[src/rtl/spi_rsp_pkg.sv]
package spi_rsp_pkg;

  typedef enum logic [2:0] {
    MODE_IDLE,
    MODE_SEND_CFG,
    MODE_START_SPI,
    MODE_START_RSP,
    MODE_CONT_RSP
  } modeT;

  localparam logic [7:0] ID_CFG   = 8'd1;
  localparam logic [7:0] ID_START = 8'd5;
  localparam logic [7:0] ID_CONT  = 8'd6;

  localparam int PKT_LEN_W = 7;

  typedef struct packed {
    logic                 launch;
    logic                 isCfg;
    logic [7:0]           pktId;
    logic [15:0]          fieldA;
    logic [15:0]          fieldB;
    logic [15:0]          fieldC;
    logic [PKT_LEN_W-1:0] pktLen;
    logic [15:0]          baseAddr;
  } strobeT;

endpackage

[src/rtl/spi_rsp_ctrl.sv]
module spi_rsp_ctrl
  import spi_rsp_pkg::*;
#(
  parameter int MAX_WRITE   = 298,
  parameter int MAX_READ    = 298,
  parameter bit FULL_DUPLEX = 1'b1,
  parameter int START_PAY   = 60,
  parameter int CONT_PAY    = 60,
  parameter int LEN_W       = 9
) (
  input  logic             clk,
  input  logic             rstN,
  input  logic             cfgReq,
  input  logic             xferStart,
  input  logic             xferDone,
  input  logic [15:0]      xferStatus,
  input  logic [LEN_W-1:0] xferLen,
  input  logic             restartReq,
  input  logic             pktDone,
  output strobeT           strb
);

  localparam logic [15:0] START_PAY16 = 16'(START_PAY);
  localparam logic [15:0] CONT_PAY16  = 16'(CONT_PAY);
  localparam logic [15:0] FEATURES    = {15'd0, FULL_DUPLEX};

  modeT             mode;
  logic             launched;
  logic             hasRsp;
  logic             restartPend;
  logic [15:0]      rspStatus;
  logic [LEN_W-1:0] rspLen;
  logic [LEN_W-1:0] sentCnt;

  logic [15:0] remaining;
  logic [15:0] chunkStart;
  logic [15:0] chunkCont;
  logic [15:0] chunkNow;
  logic [15:0] nextSent;

  always_comb begin
    remaining  = 16'(rspLen) - 16'(sentCnt);
    if (rspStatus != 16'd0)          chunkStart = 16'd0;
    else if (remaining > START_PAY16) chunkStart = START_PAY16;
    else                              chunkStart = remaining;
    chunkCont  = (remaining > CONT_PAY16) ? CONT_PAY16 : remaining;
    chunkNow   = (mode == MODE_START_RSP) ? chunkStart : chunkCont;
    nextSent   = 16'(sentCnt) + chunkNow;
  end

  always_comb begin
    strb = '0;
    if (!launched) begin
      unique case (mode)
        MODE_SEND_CFG: begin
          strb.launch = 1'b1;
          strb.isCfg  = 1'b1;
          strb.pktId  = ID_CFG;
          strb.fieldA = 16'(MAX_WRITE);
          strb.fieldB = 16'(MAX_READ);
          strb.fieldC = FEATURES;
          strb.pktLen = PKT_LEN_W'(8);
        end
        MODE_START_RSP: begin
          strb.launch   = 1'b1;
          strb.pktId    = ID_START;
          strb.fieldA   = rspStatus;
          strb.pktLen   = PKT_LEN_W'(16'd4 + chunkStart);
          strb.baseAddr = 16'(sentCnt);
        end
        MODE_CONT_RSP: begin
          strb.launch   = 1'b1;
          strb.pktId    = ID_CONT;
          strb.fieldA   = 16'(sentCnt);
          strb.pktLen   = PKT_LEN_W'(16'd4 + chunkCont);
          strb.baseAddr = 16'(sentCnt);
        end
        default: ;
      endcase
    end
  end

  always_ff @(posedge clk) begin
    if (!rstN) begin
      mode        <= MODE_IDLE;
      launched    <= 1'b0;
      hasRsp      <= 1'b0;
      restartPend <= 1'b0;
      rspStatus   <= '0;
      rspLen      <= '0;
      sentCnt     <= '0;
    end else begin
      if (strb.launch) launched <= 1'b1;
      unique case (mode)
        MODE_IDLE: begin
          if (cfgReq) begin
            mode <= MODE_SEND_CFG;
          end else if (xferStart) begin
            mode   <= MODE_START_SPI;
            hasRsp <= 1'b0;
          end else if (restartReq && hasRsp) begin
            mode    <= MODE_START_RSP;
            sentCnt <= '0;
          end
        end
        MODE_SEND_CFG: begin
          if (pktDone) begin
            launched <= 1'b0;
            mode     <= MODE_IDLE;
          end
        end
        MODE_START_SPI: begin
          if (xferDone) begin
            rspStatus <= xferStatus;
            rspLen    <= xferLen;
            hasRsp    <= 1'b1;
            sentCnt   <= '0;
            mode      <= MODE_START_RSP;
          end
        end
        MODE_START_RSP, MODE_CONT_RSP: begin
          if (restartReq) restartPend <= 1'b1;
          if (pktDone) begin
            launched <= 1'b0;
            if (restartReq || restartPend) begin
              restartPend <= 1'b0;
              sentCnt     <= '0;
              mode        <= MODE_START_RSP;
            end else begin
              sentCnt <= LEN_W'(nextSent);
              if (mode == MODE_START_RSP && rspStatus != 16'd0)
                mode <= MODE_IDLE;
              else if (nextSent == 16'(rspLen))
                mode <= MODE_IDLE;
              else
                mode <= MODE_CONT_RSP;
            end
          end
        end
        default: mode <= MODE_IDLE;
      endcase
    end
  end


  sent_le_len_chk: assert property (@(posedge clk) disable iff (!rstN)
    sentCnt <= rspLen);


  no_rsp_restart_chk: assert property (@(posedge clk) disable iff (!rstN)
    (mode == MODE_IDLE && !hasRsp && restartReq && !cfgReq && !xferStart)
      |=> (mode == MODE_IDLE));


  err_stop_chk: assert property (@(posedge clk) disable iff (!rstN)
    (mode == MODE_START_RSP && pktDone && rspStatus != 16'd0 &&
     !restartReq && !restartPend) |=> (mode == MODE_IDLE));

endmodule

[src/rtl/spi_rsp_dpath.sv]
module spi_rsp_dpath
  import spi_rsp_pkg::*;
#(
  parameter int PKT_MAX = 64,
  parameter int ADDR_W  = 9
) (
  input  logic              clk,
  input  logic              rstN,
  input  strobeT            strb,
  output logic [ADDR_W-1:0] rdAddr,
  input  logic [7:0]        rdData,
  output logic [7:0]        outData,
  output logic              outValid,
  input  logic              outReady,
  output logic              outLast,
  output logic              pktDone
);

  logic                 busy;
  logic                 isCfgR;
  logic [7:0]           idR;
  logic [15:0]          fieldAR;
  logic [15:0]          fieldBR;
  logic [15:0]          fieldCR;
  logic [PKT_LEN_W-1:0] lenR;
  logic [15:0]          baseR;
  logic [PKT_LEN_W-1:0] idx;

  logic [PKT_LEN_W-1:0] hdrBytes;
  logic [15:0]          addrFull;
  logic                 fire;

  always_comb begin
    hdrBytes = isCfgR ? PKT_LEN_W'(8) : PKT_LEN_W'(4);
    addrFull = baseR + 16'(idx) - 16'd4;
    rdAddr   = addrFull[ADDR_W-1:0];
    if (idx >= hdrBytes) begin
      outData = rdData;
    end else begin
      unique case (idx[2:0])
        3'd0:    outData = idR;
        3'd1:    outData = 8'd0;
        3'd2:    outData = fieldAR[7:0];
        3'd3:    outData = fieldAR[15:8];
        3'd4:    outData = fieldBR[7:0];
        3'd5:    outData = fieldBR[15:8];
        3'd6:    outData = fieldCR[7:0];
        default: outData = fieldCR[15:8];
      endcase
    end
    outValid = busy;
    outLast  = busy && (idx == lenR - PKT_LEN_W'(1));
    fire     = busy && outReady;
    pktDone  = fire && outLast;
  end

  always_ff @(posedge clk) begin
    if (!rstN) begin
      busy    <= 1'b0;
      isCfgR  <= 1'b0;
      idR     <= '0;
      fieldAR <= '0;
      fieldBR <= '0;
      fieldCR <= '0;
      lenR    <= '0;
      baseR   <= '0;
      idx     <= '0;
    end else if (strb.launch) begin
      busy    <= 1'b1;
      isCfgR  <= strb.isCfg;
      idR     <= strb.pktId;
      fieldAR <= strb.fieldA;
      fieldBR <= strb.fieldB;
      fieldCR <= strb.fieldC;
      lenR    <= strb.pktLen;
      baseR   <= strb.baseAddr;
      idx     <= '0;
    end else if (fire) begin
      if (outLast) busy <= 1'b0;
      else         idx  <= idx + PKT_LEN_W'(1);
    end
  end


  launch_idle_chk: assert property (@(posedge clk) disable iff (!rstN)
    strb.launch |-> !busy);


  hold_chk: assert property (@(posedge clk) disable iff (!rstN)
    (outValid && !outReady) |=> (outValid && $stable(outData) && $stable(outLast)));


  pkt_len_chk: assert property (@(posedge clk) disable iff (!rstN)
    busy |-> (lenR >= PKT_LEN_W'(4) && 32'(lenR) <= PKT_MAX));

endmodule

[src/rtl/spi_rsp_packetizer.sv]
module spi_rsp_packetizer
  import spi_rsp_pkg::*;
#(
  parameter int MAX_WRITE   = 298,
  parameter int MAX_READ    = 298,
  parameter bit FULL_DUPLEX = 1'b1,
  parameter int START_PAY   = 60,
  parameter int CONT_PAY    = 60,
  parameter int LEN_W       = $clog2(MAX_READ + 1)
) (
  input  logic             clk,
  input  logic             rstN,
  input  logic             cfgReq,
  input  logic             xferStart,
  input  logic             xferDone,
  input  logic [15:0]      xferStatus,
  input  logic [LEN_W-1:0] xferLen,
  input  logic             restartReq,
  output logic [LEN_W-1:0] rdAddr,
  input  logic [7:0]       rdData,
  output logic [7:0]       outData,
  output logic             outValid,
  input  logic             outReady,
  output logic             outLast
);

  localparam int PKT_MAX = 4 + ((START_PAY > CONT_PAY) ? START_PAY : CONT_PAY);

  strobeT strb;
  logic   pktDone;

  spi_rsp_ctrl #(
    .MAX_WRITE  (MAX_WRITE),
    .MAX_READ   (MAX_READ),
    .FULL_DUPLEX(FULL_DUPLEX),
    .START_PAY  (START_PAY),
    .CONT_PAY   (CONT_PAY),
    .LEN_W      (LEN_W)
  ) u_ctrl (
    .clk       (clk),
    .rstN      (rstN),
    .cfgReq    (cfgReq),
    .xferStart (xferStart),
    .xferDone  (xferDone),
    .xferStatus(xferStatus),
    .xferLen   (xferLen),
    .restartReq(restartReq),
    .pktDone   (pktDone),
    .strb      (strb)
  );

  spi_rsp_dpath #(
    .PKT_MAX(PKT_MAX),
    .ADDR_W (LEN_W)
  ) u_dpath (
    .clk     (clk),
    .rstN    (rstN),
    .strb    (strb),
    .rdAddr  (rdAddr),
    .rdData  (rdData),
    .outData (outData),
    .outValid(outValid),
    .outReady(outReady),
    .outLast (outLast),
    .pktDone (pktDone)
  );

endmodule

[config.mk]
export PLATFORM = sky130hd
export DESIGN_NAME = spi_rsp_packetizer
export DESIGN_NICKNAME = d
export VERILOG_FILES = /design/src/rtl/spi_rsp_pkg.sv /design/src/rtl/spi_rsp_ctrl.sv /design/src/rtl/spi_rsp_dpath.sv /design/src/rtl/spi_rsp_packetizer.sv
export SDC_FILE = /design/constraint.sdc
export NUM_CORES = 1
export LEC_CHECK = 0
export BUFFER_PORTS_ARGS = -buffer_cell sky130_fd_sc_hd__clkbuf_2
export CORE_MARGIN = 4
export CORE_UTILIZATION = 57
export CTS_CLUSTER_SIZE = 16
export DETAILED_ROUTE_END_ITERATION = 12
export GPL_ROUTABILITY_DRIVEN = 0
export PLACE_DENSITY = 0.86
export SETUP_SLACK_MARGIN = 0.3
export SYNTH_ARGS = -nofsm -noshare
export SYNTH_HDL_FRONTEND = slang
export SYNTH_SLANG_ARGS = --single-unit
[constraint.sdc]
create_clock -name clk -period 14 [get_ports clk]
set_clock_uncertainty 0.2 [all_clocks]
set_input_delay 2.8 -clock clk [delete_from_list [all_inputs] [get_ports clk]]
set_output_delay 2.8 -clock clk [all_outputs]
set_load 0.005 [all_outputs]
==> metrics.md, run 1 <==
| Metric | Value |
|---|---|
| Postcts setup bufs | 0 |
| Area share of the largest cell type after synthesis | 30.1% |
| H-tree lvl count | 3 |
| Pwr dens | 162 nW/um^2 |
| Commonest non-fill, non-tap cells in the layout | 116 x nand2_1, 84 x dfxtp_1, 60 x a21oi_1, 58 x clkbuf_2, 52 x inv_1 |
| Worst skew pair latency | 0.36 ns |
| CTS Root Cell | clkbuf_8 |
| Commonest non-fill, non-tap cell in the layout | nand2_1 |
| Outcome | finished clean |
| Initial antenna violation count | 0 |
| Register bit total from synthesis | 84 |
| First-pass GRT wire length | 24,300 um |
| Final hold vios | 0 |
| Top cells by area, synth | dfxtp_1 30%, ha_1 9.2%, nand2_1 7.8%, a21oi_1 5.4%, xnor2_1 4.1% |
| Largest net degree at the start of global routing | 46 |
| WHS | 0.284 ns |
| Worst Path Max Fanout | 1 |
| Area Growth Syn to Fin | 9.74% |
| I/O Buffers | 58 |
| Slew margin rel. | 24.5% |
| Worst setup SP type | input port |
| CTS resizes | 0 |
| Required @ worst endpoint | 11.00 ns |
| Final Cycle Share | 44.2% |
| Hold/Removal Path Class | register to register |
| Count of pins over their slew limit | 0 |
| VDD IR-drop max | 0.101 mV |
| Placeable Area | 9370 um^2 |
| Drt first-iter violations | 482 |
| RSZ-0062 raised after global routing | no |
| Clk buf depth | 2 |
| Number of CTS-inserted buffers | 9 |
| FILL cells | 800 |
| Die width | 107 um |
| Gr ovfl total | 0 |
| Area of the die | 11,400 um^2 |
| Die Span Y | 107 um |
| Initial core utilization | 59.6% |
| Mean area per synthesized cell | 7.94 um^2 |
| Synthesized cell area | 5590 um^2 |
| Setup TNS | 0 ns |
| Worst setup EP type | primary output |
| Cts hold-fix bufs | 0 |
| Floorplan row count | 35 |
| N_diodes | 0 |
| Ports | 59 |
| R2R depth | 17 |
| Initial DRT Pass Iterations | 6 |
| DPL Wire Length | 11,100 um |
| Total Routing Usage GR | 25.9% |
| Final setup fails | 0 |
| Fmax | 162 MHz |
| EDFF count, synth | 0 |
| Worst Hold Depth | 2 |
| Placed insts | 862 |
| Critical path type | input port to primary output |
| # clock sinks | 84 |
| Vias in the first global route | 5,126 |
| Sequential cell area fraction in the yosys report | 30.1% |
| Nets | 828 |
| LEAKAGE | 2.60 nW |
| Post-synth top flop | dfxtp_1 |
| Cell variety after synth | 74 |
| Critical path arrival | 3.18 ns |
| Vias per cell | 6.10 |
| Min cycle time layout | 6.18 ns |
| Ys async rst share | 0% |
| Vias | 5,353 |
| Cells after Synth | 704 |
| WL per Instance | 16.5 um |
| Non-filler cells, final | 878 |
| Max cap viols | 0 |
| CTS tree | built |
| Clock Pin Slew Worst Setup and Hold Paths | 0.08 ns |
| Actual slew at the worst max-slew pin | 1.12 ns |
| Largest area contributor in the netlist | dfxtp_1 |
| Final wirelength | 14,500 um |
| DRC | 0 |
| Synth warn | 0 |
| Share of layout cells above drive strength 1 | 12.4% |
| Post-DRT Antenna Nets | 0 |
-- sequential cells by signal, summed over array words and instances (netlist names), named ones only --
name                cells
u_ctrl.rspLen           9
u_ctrl.mode             3
u_ctrl.restartPend      1
u_ctrl.hasRsp           1
u_dpath.idx             7
u_dpath.lenR            7
u_dpath.baseR           9
u_dpath.idR             3
u_dpath.fieldAR        16
u_dpath.fieldBR         1
u_ctrl.sentCnt          9
u_ctrl.rspStatus       16
u_dpath.outValid        1
-- per-layer routing --
metal | wire (um) | GRT usage, % | share of wire, % | vias up
li1 | - | - | - | 2572
met1 | 6230 | 34.5 | 43 | 2504
met2 | 6940 | 43.4 | 48 | 250
met3 | 1040 | 3.67 | 7.2 | 27
met4 | 293 | 7.95 | 2.0 | 0
met5 | 0 | 0 | 0 | -
-- cell type report --
| class | count | area (um^2) | share of cell area, % |
|---|---|---|---|
| flip-flops and latches | 84 | 1680 | 27.4 |
| well taps | 129 | 161 | 2.63 |
| inverters | 53 | 199 | 3.24 |
| repair buffers | 59 | 298 | 4.86 |
| multi-input cells | 537 | 3560 | 58.1 |
| clock buffers | 11 | 141 | 2.31 |
| clock inverters | 5 | 85.1 | 1.39 |
-- worst max-delay path, cell delays in order --
cell and delay, ns:
clkbuf_2 0.08, a22o_1 0.19, clkbuf_2 0.11
-- synthesized netlist by cell type, types with 3 or more instances --
cell type	count
a211oi_1	5
a21o_1	9
a21oi_1	60
a221o_1	3
a22o_1	14
a22oi_1	11
a311oi_1	4
a31oi_1	4
a32oi_1	3
and2_1	4
and3_1	4
buf_1	3
buf_2	8
clkbuf_1	18
dfxtp_1	84
fa_1	3
ha_1	41
inv_1	52
mux2_2	3
mux2i_1	12
nand2_1	116
nand2b_1	6
nand3_1	12
nand3b_1	4
nand4_1	7
nor2_1	51
nor2b_1	7
nor3_1	13
nor3b_1	3
nor4_1	7
o2111ai_1	4
o211ai_1	4
o21ai_0	29
o21bai_1	6
o22ai_1	8
or3_1	3
xnor2_1	26
xnor3_1	3
xor2_1	8
-- metrics by stage --
stage | utilization [%] | power [W] | area, um^2 | setup slack (ns)
after global routing | 65.4 | 0.00106 | 6130 | 7.76
final | 65.4 | 0.000993 | 6130 | 7.82
after floorplan | - | 0.000682 | 5590 | 8.00
after CTS | 65.4 | 0.000983 | 6130 | 7.81
after detailed placement | 63.0 | 0.000786 | 5900 | 7.81
after global placement | 63.0 | 0.000759 | 5900 | 7.83
-- power breakdown --
group / internal (W) / switching, W / total [W] / leakage, nW
Clock: 0.000106 / 0.0000905 / 0.000197 / 0.110
Sequential: 0.000268 / 0.0000442 / 0.000312 / 0.680
Combinational: 0.000196 / 0.000288 / 0.000483 / 1.81
-- path summary, 6_finish.rpt --
kind,endpoint,slack [ns],from
setup / recovery,outData[3],7.82,rdData[3]
hold / removal,u_ctrl.rspStatus[1]$_SDFFE_PN0P_,0.28,u_ctrl.rspStatus[1]$_SDFFE_PN0P_
setup reg to reg,u_ctrl.mode[2]$_SDFFE_PN0P_,8.15,u_ctrl.sentCnt[1]$_SDFFE_PN0P_
hold reg to reg,u_ctrl.rspStatus[1]$_SDFFE_PN0P_,0.28,u_ctrl.rspStatus[1]$_SDFFE_PN0P_
-- cells by family after synthesis --
family,synth area share [%]
adder cells (fa/ha/maj),10.3
XOR/XNOR,6.83
multiplexers,2.75
AO/OA/AOI/OAI,23.2
buffers and inverters,6.23
AND/OR/NAND/NOR,20.5
flip-flops,30.1
other,0.0671
Note: power is estimated with default switching activity, not from simulation.
==> run 2: changes to the inputs <==
==> constraint.sdc (replaced) <==
create_clock -name clk -period 6.2 [get_ports clk]
set_clock_uncertainty 0.2 [all_clocks]
set_input_delay 1.24 -clock clk [delete_from_list [all_inputs] [get_ports clk]]
set_output_delay 1.24 -clock clk [all_outputs]
set_load 0.005 [all_outputs]
==> metrics.md, run 2 (synthesized netlist as in run 1, its figures left out) <==
| Metric | Value |
|---|---|
| H-tree lvl count | 3 |
| Post-route setup slack | 0.929 ns |
| Drt first-iter violations | 462 |
| Final Util | 65.0% |
| Post-DRT Antenna Nets | 0 |
| RSZ-0062 raised after global routing | no |
| Setup TNS | 0 ns |
| Final Cycle Share | 85.0% |
| Final setup fails | 0 |
| Critical path arrival | 5.32 ns |
| Total Routing Usage GR | 25.3% |
| Required @ worst endpoint | 6.25 ns |
| Pwr dens | 353 nW/um^2 |
| Vias in the first global route | 4,998 |
| Clk buf depth | 2 |
| Critical path type | register to register |
| DPL Wire Length | 11,100 um |
| Floorplan row count | 35 |
| Largest registers | u_ctrl.rspStatus x16, u_dpath.fieldAR x16 |
| Worst setup SP type | register |
| DRC | 0 |
| Initial core utilization | 59.6% |
| Final wirelength | 14,300 um |
| Ports | 59 |
| VDD IR-drop max | 0.246 mV |
| FILL cells | 797 |
| CTS Root Cell | clkbuf_8 |
| Largest net degree at the start of global routing | 46 |
| Max cap viols | 0 |
| Placeable Area | 9370 um^2 |
| Area of the die | 11,400 um^2 |
| Outcome | finished clean |
| Vias | 5,281 |
| Worst skew pair latency | 0.36 ns |
| Die width | 107 um |
| Area Growth Syn to Fin | 9.00% |
| Actual slew at the worst max-slew pin | 1.08 ns |
| Nets | 829 |
| Setup WS pre-CTS | 0.845 ns |
| Worst Hold Depth | 2 |
| Commonest non-fill, non-tap cells in the layout | 116 x nand2_1, 84 x dfxtp_1, 60 x a21oi_1, 58 x clkbuf_2, 52 x inv_1 |
| Clock Pin Slew Worst Setup and Hold Paths | 0.09 ns |
| N_diodes | 0 |
| Cts hold-fix bufs | 0 |
| # clock sinks | 84 |
| Commonest non-fill, non-tap cell in the layout | nand2_1 |
| Worst Path Max Fanout | 12 |
| Slew margin rel. | 27.1% |
| Initial antenna violation count | 0 |
| I/O Buffers | 58 |
| Vias per cell | 6.01 |
| Initial DRT Pass Iterations | 7 |
| Fmax | 190 MHz |
| Hold/Removal Path Class | register to register |
| Share of layout cells above drive strength 1 | 12.5% |
| WL per Instance | 16.2 um |
| Die Span Y | 107 um |
| Number of CTS-inserted buffers | 9 |
| R2R depth | 18 |
| Min cycle time layout | 5.27 ns |
| Postcts setup bufs | 0 |
| Gr ovfl total | 0 |
| CTS tree | built |
| LEAKAGE | 2.57 nW |
| Worst setup EP type | register |
| Count of pins over their slew limit | 0 |
| Final hold vios | 0 |
| First-pass GRT wire length | 23,800 um |
==> run 2: cell types whose count changed in the layout (fill, tap and decap cells not counted), sizes merged <==
cell / before / now
bufinv: 2 / 0
clkinvlp: 1 / 3
buf: 1 / 2
clkbuf: 69 / 68
clkinv: 2 / 3
==> run 2: metal layers <==
| metal | global-route usage (%) | wire length (um) | part of all wire [%] | vias to the layer above |
|---|---|---|---|---|
| met5 | 0 | 0 | 0 | - |
| met4 | 9.22 | 419 | 2.9 | 0 |
| met3 | 3.97 | 944 | 6.6 | 44 |
| met2 | 40.9 | 6540 | 46 | 205 |
| met1 | 34.3 | 6370 | 45 | 2460 |
| li1 | - | - | - | 2572 |
==> run 2: timing repair <==
item,CTS,global route
endpoints found under the hold margin,0,0
gates resized for setup,0,1
endpoints found under the setup margin,0,1
==> run 2: area by class of cell <==
class / count / area [um^2] / share of cell area [%]
Clock inverter: 6 / 41.3 / 0.678
Tap cell: 129 / 161 / 2.65
Inverter: 53 / 199 / 3.27
Clock buffer: 10 / 128 / 2.10
Sequential cell: 84 / 1680 / 27.6
Timing Repair Buffer: 60 / 305 / 5.01
Multi-Input combinational cell: 537 / 3570 / 58.7
==> run 2: worst paths after layout <==
kind,to,slack [ns],from
setup / recovery,u_ctrl.mode[2]$_SDFFE_PN0P_,0.93,u_ctrl.sentCnt[0]$_SDFFE_PN0P_
hold / removal,u_ctrl.rspStatus[8]$_SDFFE_PN0P_,0.28,u_ctrl.rspStatus[8]$_SDFFE_PN0P_
setup reg to reg,u_ctrl.mode[2]$_SDFFE_PN0P_,0.93,u_ctrl.sentCnt[0]$_SDFFE_PN0P_
hold reg to reg,u_ctrl.rspStatus[8]$_SDFFE_PN0P_,0.28,u_ctrl.rspStatus[8]$_SDFFE_PN0P_
==> run 2: per-stage QoR <==
stage	instance area [um^2]	cells	power, W	hold WS, ns
6_report	6090	879	0.00215	0.276
5_1_grt	6090	879	0.00231	0.306
4_1_cts	6080	879	0.00211	0.280
3_5_place_dp	5910	863	0.00177	0.270
3_3_place_gp	5910	863	0.00173	0.262
2_1_floorplan	5590	706	0.00154	0.244
==> run 2: power breakdown <==
group	switching (W)	internal, W	total, W
Clock	0.000201	0.000145	0.000345
Sequential	0.0000982	0.000606	0.000704
Combinational	0.000650	0.000451	0.00110
==> run 2: worst max-delay path, stage by stage, from the launching register on <==
cell and delay, ns:
dfxtp_1 0.44, ha_1 0.21, inv_1 0.06, fa_1 0.39
a21o_1 0.19, a21oi_1 0.21, xnor2_1 0.29, nor4_1 0.16
nor4_4 0.59, nor3b_1 0.29, ha_1 0.27, fa_1 0.48
xnor2_1 0.20, o21a_1 0.15, o2111ai_1 0.11, a2111oi_1 0.31
o2111ai_1 0.17, nor4b_1 0.31, o31ai_1 0.12
==> run 3: changes to the inputs <==
--- a/config.mk
+++ b/config.mk
@@ -6,6 +6,7 @@
 export NUM_CORES = 1
 export LEC_CHECK = 0
 export BUFFER_PORTS_ARGS = -buffer_cell sky130_fd_sc_hd__clkbuf_2
+export CORE_ASPECT_RATIO = 1.4
 export CORE_MARGIN = 4
 export CORE_UTILIZATION = 57
 export CTS_CLUSTER_SIZE = 16
==> metrics.md, run 3 (synthesized netlist as in run 1, its figures left out) <==
| Metric | Value |
|---|---|
| Area Growth Syn to Fin | 11.6% |
| N_diodes | 0 |
| Setup WS pre-CTS | 1.13 ns |
| Die width | 91.7 um |
| Placed insts | 866 |
| CTS tree | built |
| Post-DRT Antenna Nets | 0 |
| Largest registers | u_ctrl.rspStatus x16, u_dpath.fieldAR x16 |
| Hold/Removal Path Class | register to register |
| Commonest non-fill, non-tap cells in the layout | 116 x nand2_1, 84 x dfxtp_1, 60 x a21oi_1, 58 x clkbuf_2, 52 x inv_1 |
| Final hold vios | 0 |
| Outcome | finished clean |
| WL per Instance | 16.3 um |
| Floorplan row count | 42 |
| Storage element area | 1680 um^2 |
| Cts hold-fix bufs | 0 |
| DPL Wire Length | 10,900 um |
| Min cycle time layout | 5.25 ns |
| Commonest non-fill, non-tap cell in the layout | nand2_1 |
| Share of layout cells above drive strength 1 | 12.4% |
| Vias per cell | 6.01 |
| Vias in the first global route | 5,217 |
| H-tree lvl count | 3 |
| Critical path arrival | 5.26 ns |
| WHS | 0.278 ns |
| FILL cells | 797 |
| Fmax | 190 MHz |
| Area of the die | 11,500 um^2 |
| Worst setup EP type | register |
| Pwr dens | 382 nW/um^2 |
| CTS Root Cell | clkbuf_16 |
| Total Routing Usage GR | 25.3% |
| Post-route setup slack | 0.948 ns |
| CTS resizes | 0 |
| Non-filler cells, final | 882 |
| Initial antenna violation count | 0 |
| LEAKAGE | 2.64 nW |
| Multi-input logic area | 3560 um^2 |
| # clock sinks | 84 |
| Gr ovfl total | 0 |
| Initial DRT Pass Iterations | 5 |
| Final Util | 65.5% |
| Critical path type | register to register |
| Actual slew at the worst max-slew pin | 1.09 ns |
| Slew margin rel. | 26.9% |
| Drt first-iter violations | 450 |
| VDD IR-drop max | 0.247 mV |
| Vias | 5,305 |
| Max cap viols | 0 |
| Die Span Y | 125 um |
| Initial core utilization | 58.7% |
| Clk buf depth | 2 |
| Required @ worst endpoint | 6.21 ns |
| Final wirelength | 14,400 um |
| Nets | 829 |
| Placeable Area | 9510 um^2 |
| Worst Path Max Fanout | 12 |
| Worst skew pair latency | 0.34 ns |
| DRC | 0 |
| Setup TNS | 0 ns |
| Number of CTS-inserted buffers | 9 |
| Final Cycle Share | 84.7% |
| Largest net degree at the start of global routing | 46 |
| Worst setup SP type | register |
| Final setup fails | 0 |
| Count of pins over their slew limit | 0 |
| RSZ-0062 raised after global routing | no |
| Clock Pin Slew Worst Setup and Hold Paths | 0.06 ns |
| Ports | 59 |
| I/O Buffers | 58 |
| First-pass GRT wire length | 24,000 um |
| Postcts setup bufs | 0 |
-- run 3: cell count changes in the layout (fill, tap and decap cells not counted), sizes merged --
cell / previous run / this run
bufinv: 0 / 2
clkbuf: 68 / 69
clkinv: 3 / 1
inv: 53 / 54
clkinvlp: 3 / 1
-- run 3: final cells by class --
type,count,area share [%]
clock buffers,11,3.73
inverters,53,3.19
multi-input cells,537,57.2
repair buffers,60,4.90
flip-flops and latches,84,27.0
well taps,132,2.65
clock inverters,5,1.36
-- run 3: path summary, 6_finish.rpt --
path	from	to	slack, ns	depth (start not counted)
worst max register to register	u_ctrl.sentCnt[1]$_SDFFE_PN0P_	u_ctrl.mode[2]$_SDFFE_PN0P_	0.95	17
worst min register to register	u_ctrl.rspStatus[6]$_SDFFE_PN0P_	u_ctrl.rspStatus[6]$_SDFFE_PN0P_	0.28	2
worst max-delay path	u_ctrl.sentCnt[1]$_SDFFE_PN0P_	u_ctrl.mode[2]$_SDFFE_PN0P_	0.95	17
worst min-delay path	u_ctrl.rspStatus[6]$_SDFFE_PN0P_	u_ctrl.rspStatus[6]$_SDFFE_PN0P_	0.28	2
-- run 3: worst max-delay path, stage by stage (launching register included) --
cell and delay (ns):
dfxtp_1 0.46, inv_1 0.13, ha_1 0.22, nor2_1 0.25, a2111oi_0 0.16, a211oi_1 0.53, nor4_1 0.17, nor4_2 0.28
buf_4 0.22, a21oi_1 0.10, ha_1 0.58, xnor2_2 0.19, nor3_1 0.11, a2111o_1 0.43, a2111oi_1 0.35, o2111ai_1 0.18
nor4b_1 0.45, o31ai_1 0.14
-- run 3: where the power goes --
group	switching, W	internal, W	total (W)
clock	0.000220	0.000355	0.000576
sequential	0.0000986	0.000607	0.000705
combinational	0.000648	0.000452	0.00110
-- run 3: per-layer routing --
| metal | wire [um] | vias up | track usage, % |
|---|---|---|---|
| li1 | - | 2564 | - |
| met1 | 5570 | 2480 | 28.9 |
| met2 | 7080 | 209 | 42.8 |
| met3 | 894 | 52 | 4.75 |
| met4 | 824 | 0 | 16.3 |
| met5 | 0 | - | 0 |
-- run 3: per-stage QoR --
stage | power (W) | area [um^2]
after floorplan | 0.00154 | 5590
after global placement | 0.00173 | 5920
after detailed placement | 0.00178 | 5920
after CTS | 0.00236 | 6230
after global routing | 0.00253 | 6230
final | 0.00238 | 6230
